===== src/rtl/e3tx_pkg.sv =====
package e3tx_pkg;
    localparam int          DEF_FRAME_BITS = 1536;
    localparam int          DEF_OH_BITS    = 12;
    localparam int          DEF_FAW_LEN    = 10;
    localparam logic [9:0]  DEF_FAW_WORD   = 10'b1111010000;
    localparam int          DEF_TREF_W     = 2;

    typedef enum logic [1:0] {
        ST_IDLE  = 2'd0,
        ST_OVHD  = 2'd1,
        ST_PAYLD = 2'd2
    } e3tx_state_t;
endpackage


===== src/rtl/e3tx_mode_chk.sv =====
module e3tx_mode_chk #(
    parameter int              TREF_W   = 2,
    parameter logic [TREF_W-1:0] LOOP_SEL = '0
) (
    input  logic              enable,
    input  logic              nib_mode,
    input  logic [TREF_W-1:0] tref_sel,
    output logic              go
);
    always_comb begin
        go = enable && !nib_mode && (tref_sel == LOOP_SEL);
    end
endmodule


===== src/rtl/e3tx_seq.sv =====
module e3tx_seq
    import e3tx_pkg::*;
#(
    parameter int FRAME_BITS = 1536,
    parameter int OH_BITS    = 12,
    localparam int CNT_W     = $clog2(FRAME_BITS)
) (
    input  logic             clk,
    input  logic             rst_n,
    input  logic             go,
    output e3tx_state_t      state,
    output logic [CNT_W-1:0] pos
);
    localparam logic [CNT_W-1:0] LAST_POS = CNT_W'(FRAME_BITS - 1);
    localparam logic [CNT_W-1:0] LAST_OH  = CNT_W'(OH_BITS - 1);

    e3tx_state_t      nxt_state;
    logic [CNT_W-1:0] nxt_pos;

    always_ff @(posedge clk) begin
        if (!rst_n) begin
            state <= ST_IDLE;
            pos   <= '0;
        end else begin
            state <= nxt_state;
            pos   <= nxt_pos;
        end
    end

    always_comb begin
        nxt_state = state;
        nxt_pos   = pos;
        unique case (state)
            ST_IDLE: begin
                nxt_pos = '0;
                if (go) nxt_state = ST_OVHD;          // START
            end
            ST_OVHD: begin
                if (!go) begin                        // HALT
                    nxt_state = ST_IDLE;
                    nxt_pos   = '0;
                end else begin
                    nxt_pos = pos + 1'b1;
                    if (pos == LAST_OH) nxt_state = ST_PAYLD;  // OH_DONE
                end
            end
            ST_PAYLD: begin
                if (!go) begin                        // HALT
                    nxt_state = ST_IDLE;
                    nxt_pos   = '0;
                end else if (pos == LAST_POS) begin   // WRAP
                    nxt_state = ST_OVHD;
                    nxt_pos   = '0;
                end else begin
                    nxt_pos = pos + 1'b1;
                end
            end
            default: begin
                nxt_state = ST_IDLE;
                nxt_pos   = '0;
            end
        endcase
    end
endmodule


===== src/rtl/e3tx_oh_gen.sv =====
module e3tx_oh_gen #(
    parameter int                 OH_BITS  = 12,
    parameter int                 FAW_LEN  = 10,
    parameter logic [FAW_LEN-1:0] FAW_WORD = 10'b1111010000,
    parameter int                 CNT_W    = 11
) (
    input  logic [CNT_W-1:0] pos,
    input  logic             alarm_bit,
    input  logic             national_bit,
    output logic             oh_bit
);
    logic [OH_BITS-1:0] oh_vec;

    for (genvar i = 0; i < OH_BITS; i++) begin : g_slot
        if (i < FAW_LEN) begin : g_faw
            assign oh_vec[i] = FAW_WORD[FAW_LEN-1-i];
        end else if (i == FAW_LEN) begin : g_alarm
            assign oh_vec[i] = alarm_bit;
        end else if (i == FAW_LEN + 1) begin : g_nat
            assign oh_vec[i] = national_bit;
        end else begin : g_spare
            assign oh_vec[i] = 1'b0;
        end
    end

    always_comb begin
        oh_bit = 1'b0;
        for (int i = 0; i < OH_BITS; i++) begin
            if (pos == CNT_W'(i)) oh_bit = oh_vec[i];
        end
    end
endmodule


===== src/rtl/e3tx_payload_if.sv =====
module e3tx_payload_if
    import e3tx_pkg::*;
#(
    parameter int                 FRAME_BITS = DEF_FRAME_BITS,
    parameter int                 OH_BITS    = DEF_OH_BITS,
    parameter int                 FAW_LEN    = DEF_FAW_LEN,
    parameter logic [FAW_LEN-1:0] FAW_WORD   = DEF_FAW_WORD,
    parameter int                 TREF_W     = DEF_TREF_W,
    parameter logic [TREF_W-1:0]  LOOP_SEL   = '0
) (
    input  logic              clk,
    input  logic              rst_n,
    input  logic              enable,
    input  logic              nib_mode,
    input  logic [TREF_W-1:0] tref_sel,
    input  logic              alarm_bit,
    input  logic              national_bit,
    input  logic              sys_data,
    output logic              frame_strobe,
    output logic              oh_ind,
    output logic              line_out
);
    localparam int CNT_W = $clog2(FRAME_BITS);

    logic             go;
    e3tx_state_t      state;
    logic [CNT_W-1:0] pos;
    logic             oh_bit;
    logic             line_q;

    e3tx_mode_chk #(.TREF_W(TREF_W), .LOOP_SEL(LOOP_SEL)) u_mode (
        .enable   (enable),
        .nib_mode (nib_mode),
        .tref_sel (tref_sel),
        .go       (go)
    );

    e3tx_seq #(.FRAME_BITS(FRAME_BITS), .OH_BITS(OH_BITS)) u_seq (
        .clk   (clk),
        .rst_n (rst_n),
        .go    (go),
        .state (state),
        .pos   (pos)
    );

    e3tx_oh_gen #(
        .OH_BITS(OH_BITS), .FAW_LEN(FAW_LEN), .FAW_WORD(FAW_WORD), .CNT_W(CNT_W)
    ) u_oh (
        .pos          (pos),
        .alarm_bit    (alarm_bit),
        .national_bit (national_bit),
        .oh_bit       (oh_bit)
    );

    // Line register: bit of the current position, visible next cycle
    always_ff @(posedge clk) begin
        if (!rst_n) begin
            line_q <= 1'b0;
        end else if (go && state != ST_IDLE) begin
            line_q <= (state == ST_OVHD) ? oh_bit : sys_data;
        end else begin
            line_q <= 1'b0;
        end
    end

    // Output decode
    always_comb begin
        oh_ind       = 1'b0;
        frame_strobe = 1'b0;
        unique case (state)
            ST_IDLE:  ;
            ST_OVHD: begin
                oh_ind       = 1'b1;
                frame_strobe = (pos == '0);
            end
            ST_PAYLD: ;
            default:  ;
        endcase
        line_out = line_q;
    end
endmodule


===== config.mk =====
export PLATFORM = sky130hd
export DESIGN_NAME = e3tx_payload_if
export DESIGN_NICKNAME = d
export VERILOG_FILES = /design/src/rtl/e3tx_pkg.sv /design/src/rtl/e3tx_mode_chk.sv /design/src/rtl/e3tx_seq.sv /design/src/rtl/e3tx_oh_gen.sv /design/src/rtl/e3tx_payload_if.sv
export SDC_FILE = /design/constraint.sdc
export NUM_CORES = 1
export LEC_CHECK = 0
export ABC_AREA = 1
export ABC_CLOCK_PERIOD_IN_PS = 3300
export CAP_MARGIN = 20
export CORE_ASPECT_RATIO = 0.75
export CORE_MARGIN = 1
export CORE_UTILIZATION = 42
export DETAILED_ROUTE_END_ITERATION = 8
export SYNTH_ARGS = -nofsm -noshare
export SYNTH_HDL_FRONTEND = slang
export SYNTH_SLANG_ARGS = --single-unit

===== constraint.sdc =====
create_clock -name clk -period 3.3 [get_ports clk]
set_input_delay 0.66 -clock clk [delete_from_list [all_inputs] [get_ports clk]]
set_output_delay 0.66 -clock clk [all_outputs]
set_load 0.1 [all_outputs]

==> results of run 1 <==
[power groups by stage]
| stage | registers, mW | logic (mW) | clock network (mW) |
|---|---|---|---|
| 4_1_cts | 0.189 | 0.236 | 0.130 |
| 3_5_place_dp | 0.193 | 0.235 | 0 |
| 2_1_floorplan | 0.193 | 0.187 | 0 |
| 6_report | 0.189 | 0.236 | 0.125 |
| 5_1_grt | 0.190 | 0.264 | 0.137 |
| 3_3_place_gp | 0.192 | 0.234 | 0 |
[area by class of cell]
| class | instances | area [µm²] |
|---|---|---|
| fill | 218 | 936 |
| multi-input combinational | 95 | 554 |
| sequential | 14 | 280 |
| timing repair buffer | 11 | 105 |
| tap | 24 | 30.0 |
| clock buffer | 4 | 36.3 |
| inverter | 24 | 90.1 |
[synthesized netlist by cell type (all sizes together)]
cell	instances
a21oi	3
a31oi	1
nand2	25
nand3	12
inv	24
nor2	28
xnor2	2
ha	8
o21ai	3
nand3b	2
nor3	2
nand4	5
xor2	4
dfxtp	14
[through the flow]
step	hold slack, ns	utilization [%]	worst slack, ns	instance area [µm²]	power, mW
floorplan	0.455	-	0.128	925	0.380
global placement	0.469	52.2	1.24	1060	0.426
detailed placement	0.482	52.2	1.22	1060	0.427
CTS	0.502	53.9	0.917	1100	0.554
global route	0.530	53.9	0.889	1100	0.591
finish	0.496	53.9	0.927	1100	0.549
[flip-flops by register name (all words and copies together), names as in the netlist]
signal / count
u_seq.pos: 11
line_out: 1
u_seq.state: 2
[per-layer routing]
layer | track usage, % | up-vias | wire length (µm)
li1 | - | 448 | -
met1 | 24.3 | 358 | 992
met2 | 22.6 | 18 | 603
met3 | 5.86 | 2 | 100
met4 | 2.93 | 0 | 8
met5 | 0 | - | 0
[worst paths after layout]
kind,depth (start not counted),slack (ns),endpoint
worst max-delay path,1,0.93,line_out
worst min-delay path,1,0.50,u_seq.pos[0]
worst max register to register,7,1.70,u_seq.pos[10]
worst min register to register,1,0.50,u_seq.pos[0]
[cells by family after synthesis]
logic type,synth area share (%)
simple gates,38.9
buf+inv,9.77
flops,30.4
fa+ha+maj,10.9
compound gates,4.34
xor+xnor,5.70
==> metrics.txt, run 1 <==
outcome=finished, final reports clean; maxcap violations=0; Setup Buffers After CTS=0; Critical R2R Launch=u_seq.pos[0]; final WL=1.70 mm; Worst Setup SP=line_out; chip height=42.6 µm; Final Critical Period=2.37 ns; critical-path cell list=clkdlybuf4s50_1; flops & latches, synth=14; hold buffers post-CTS=0; 1st-pass router iterations=4; HPWL after DPL=1.38 mm; Post-CTS Resized=0; worst path required time=2.64 ns; Yosys top cell area share=30.4%; Gate power share=43.0%; layout cells sized above 1=10.1%; synthesized area=922 µm²; most frequent cells in the layout=26 x nor2_1, 24 x nand2_1, 23 x inv_1, 14 x dfxtp_1, 10 x nand3_1; synth top area cells=dfxtp_1 30%, nor2_1 11%, ha_1 11%, nand2_1 9.8%, inv_1 9.4%; crit-path max cell delay=1.12 ns; global-route wire length before repair=3.06 mm; DRC Markers=0; standard-cell rows=14; Worst Hold Class=reg2reg; Worst-Margin Slew=0.956 ns; synthesized area per cell=6.93 µm²; Leakage=0.456 nW; Pwr Density=501 nW/µm²; cell count after placement=168; Critical Path Source Type=flip-flop; Slew HR=36.1%; CTS max path bufs=2; synth unique cells=22; Final Net Count=166; htree depth=1; Top delay family on crit path=buffers and inverters; Worst Path Buf+Inv=1; Sw Share=42.5%; gp weighted congestion=0.803; Area Growth Syn to Fin=18.9%; # diodes=0; Seq/Total Area, Yosys=30.4%; Vias=826; Antenna Nets Post-Route=0; WS Path Type=reg2out; Max IR drop VDD=384 µV; final slew viol count=0; initial antenna violation count=0; vias in the first global route=694; Port Buf Inserts=11; Die Area=2390 µm²; CTS tree=yes; Worst path slowest cell=clkdlybuf4s50_1; setup TNS=0 ns; critical path arrival=1.71 ns; commonest non-fill, non-tap cell in the layout=nor2_1; period utilization=71.9%; CTS root buf=clkbuf_4; clock sink total=14; yosys synthesis warning count=0; endpoints failing hold=0; largest net degree at the start of global routing=10; CP max FO=1; Clk Latency, worst-skew pair=0.28 ns; final setup fails=0; CTS Buf Count=3; Crit. End Element=output pin; Clk pwr share=22.7%; routed len/inst=9.91 µm; Via density=4.80; non-filler instance count after layout=172; Seq pwr share=34.3%; Die Width=56.1 µm; Pint=0.316 mW; hold_sp=u_seq.pos[0]; Ports=12; core box area=2030 µm²; Switch Pwr=0.234 mW; Peak Freq=421 MHz; Synth Instances=133; clk slew on worst S/H paths=0.09 ns; Overall Global Routing Usage=16.4%; Worst Skew=0.00151 ns; Initial Util=45.4%; Overflow after GRT=0; Synth Net Count=150; DR iter-0 viols=66; leading area contributor after synthesis=dfxtp_1; RSZ-0062 raised after global routing=false
Note: power is estimated with default switching activity, not from simulation.
==> inputs of run 2 (changes only) <==
--- a/config.mk
+++ b/config.mk
@@ -6,7 +6,7 @@
 export NUM_CORES = 1
 export LEC_CHECK = 0
 export ABC_AREA = 1
-export ABC_CLOCK_PERIOD_IN_PS = 3300
+export ABC_CLOCK_PERIOD_IN_PS = 2400
 export CAP_MARGIN = 20
 export CORE_ASPECT_RATIO = 0.75
 export CORE_MARGIN = 1
==> constraint.sdc (replaced) <==
create_clock -name clk -period 2.4 [get_ports clk]
set_input_delay 0.48 -clock clk [delete_from_list [all_inputs] [get_ports clk]]
set_output_delay 0.48 -clock clk [all_outputs]
set_load 0.1 [all_outputs]
==> run 2 against run 1 <==
Net effect:
- sequential cell count unchanged
- register-to-register slack got worse by 0.92 ns
- sequential power rose by 38%
- first-iteration DRC count shrank 36%
- count of clock-buffer cells in the layout did not move
==> metrics.txt, run 2 (same netlist as run 1, synthesis figures left out) <==
outcome=finished, final reports clean; final setup fails=0 (unchanged); busiest grt layer=met2; global-route wire length before repair=3.33 mm (+8.6%); standard-cell rows=14 (unchanged); vias in the first global route=800 (+15%); M1 GR Usage=25.0% (+0.71 points); max reg flops=11 (unchanged); final WL=1.83 mm (+7.3%); reg-to-reg setup timing slack=0.78 ns (-0.92 ns); Die Area=2390 µm² (unchanged); Final Net Count=166 (unchanged); Ports=12 (unchanged); Clk Latency, worst-skew pair=0.28 ns (about the same); Worst-Margin Slew=0.381 ns (-0.575 ns); clk slew on worst S/H paths=0.09 ns (about the same); endpoints failing hold=0 (unchanged); # diodes=0 (unchanged); Area Growth Syn to Fin=20.8%; Max IR drop VDD=582 µV (+52%); Worst Hold Class=reg2reg; layout cells sized above 1=11.5% (+1.4 points); gp weighted congestion=0.789 (-1.7%); initial antenna violation count=0 (unchanged); Reg-to-Reg End=u_seq.pos[0]; critical path arrival=1.62 ns (-0.09 ns); CP max FO=5 (+4); CP dominant cell by count=inv_1; Slew HR=74.4% (+38 points); CTS root buf=clkbuf_4; crit path to=frame_strobe; Worst path slowest cell=dfxtp_1; clock sink total=14 (unchanged); Final Critical Period=2.10 ns; largest net degree at the start of global routing=10 (unchanged); Hold Path Depth=1 (unchanged); Vias=834 (+0.97%); period utilization=87.4%; Antenna Nets Post-Route=0 (unchanged); Worst Path Buf+Inv=3 (+2); GRT met2 Usage=25.5% (+2.9 points); worst path required time=1.92 ns (-0.72 ns); 1st-pass router iterations=4 (unchanged); Overall Global Routing Usage=18.1% (+1.7 points); total power=0.788 mW (+43%); CTS max path bufs=2 (unchanged); RSZ-0062 raised after global routing=false; Setup Buffers After CTS=0 (unchanged); Port Buf Inserts=11 (unchanged); Worst Setup SP=u_seq.state[1]; Top delay family on crit path=buffers and inverters; CTS Buf Count=3 (unchanged); commonest non-fill, non-tap cell in the layout=nor2_1; Via density=4.85 (+0.97%); Post-CTS Resized=0 (unchanged); setup TNS=0 ns (unchanged); hold buffers post-CTS=0 (unchanged); chip height=42.6 µm (unchanged); Die Width=56.1 µm (unchanged); DRC Markers=0 (unchanged); Critical R2R Launch=u_seq.pos[0]; Initial Util=45.4% (unchanged); routed len/inst=10.6 µm (+7.3%); Most flops, register=u_seq.pos; core box area=2030 µm² (unchanged); critical-path cell list=inv_1 -> ha_2 -> inv_1 -> nor2_1 -> nand2_1 -> nor2_4 -> buf_12; final slew viol count=0 (unchanged); Leakage=0.461 nW (+1.1%); DR iter-0 viols=42 (-36%); maxcap violations=0 (unchanged); CTS tree=yes; crit-path max cell delay=0.34 ns (-0.78 ns); Filler cells=206 (-5.5%); Crit. End Element=output pin; Critical Path Source Type=flip-flop; htree depth=1 (unchanged); R2R cell count=7 (unchanged); Worst Skew=0.00914 ns (+0.00764 ns); Pwr Density=708 nW/µm² (+41%); met3 usage=4.63% (-1.2 points); WP depth=7 (+6); Overflow after GRT=0 (unchanged); HPWL after DPL=1.47 mm (+6.5%); Peak Freq=477 MHz; WS Path Type=reg2out; most frequent cells in the layout=26 x nor2_1, 24 x nand2_1, 23 x inv_1, 14 x dfxtp_1, 10 x nand3_1
==> run 2: cell count changes in the layout (fill, tap and decap cells not counted) <==
cell | previous run | this run
nor2_2 | 2 | 1
ha_1 | 8 | 7
ha_2 | 0 | 1
buf_12 | 0 | 1
nor2_4 | 0 | 1
clkdlybuf4s50_1 | 9 | 8
==> run 2: power breakdown <==
group | switching [mW] | internal (mW)
logic | 0.240 | 0.116
clock network | 0.0780 | 0.0923
registers | 0.0138 | 0.247
total | 0.332 | 0.456
==> run 2: layer usage <==
layer / part of all wire (%) / up-vias
met5: 0 / -
met4: 2.1 / 0
met3: 7.4 / 5
met2: 37 / 32
met1: 54 / 354
li1: - / 443
==> run 2: metrics by stage <==
stage          instances  util (%)  instance area, µm²  hold WS (ns)  worst slack [ns]
2_1_floorplan        133         -                 932         0.455            0.0602
3_3_place_gp         168      53.0                1080         0.486             0.544
3_5_place_dp         168      53.0                1080         0.499             0.538
4_1_cts              172      54.8                1110         0.518             0.309
5_1_grt              172      54.8                1110         0.552             0.205
6_report             172      54.8                1110         0.509             0.303
==> run 2: how the worst min path moves through the flow <==
stage,from,to
after floorplan,u_seq.pos[0],u_seq.pos[0]
final,u_seq.pos[0],u_seq.pos[0]
after global placement,u_seq.pos[0],u_seq.pos[0]
after CTS,u_seq.pos[0],u_seq.pos[0]
after detailed placement,u_seq.pos[0],u_seq.pos[0]
after global routing,u_seq.pos[0],u_seq.pos[0]
==> run 2: final cells by class <==
class,instances,area [µm²],share of cell area (%)
repair buffers,11,115,10.3
flip-flops and latches,14,280,25.2
clock buffers,4,36.3,3.26
well taps,24,30.0,2.70
inverters,24,90.1,8.09
multi-input cells,95,562,50.4
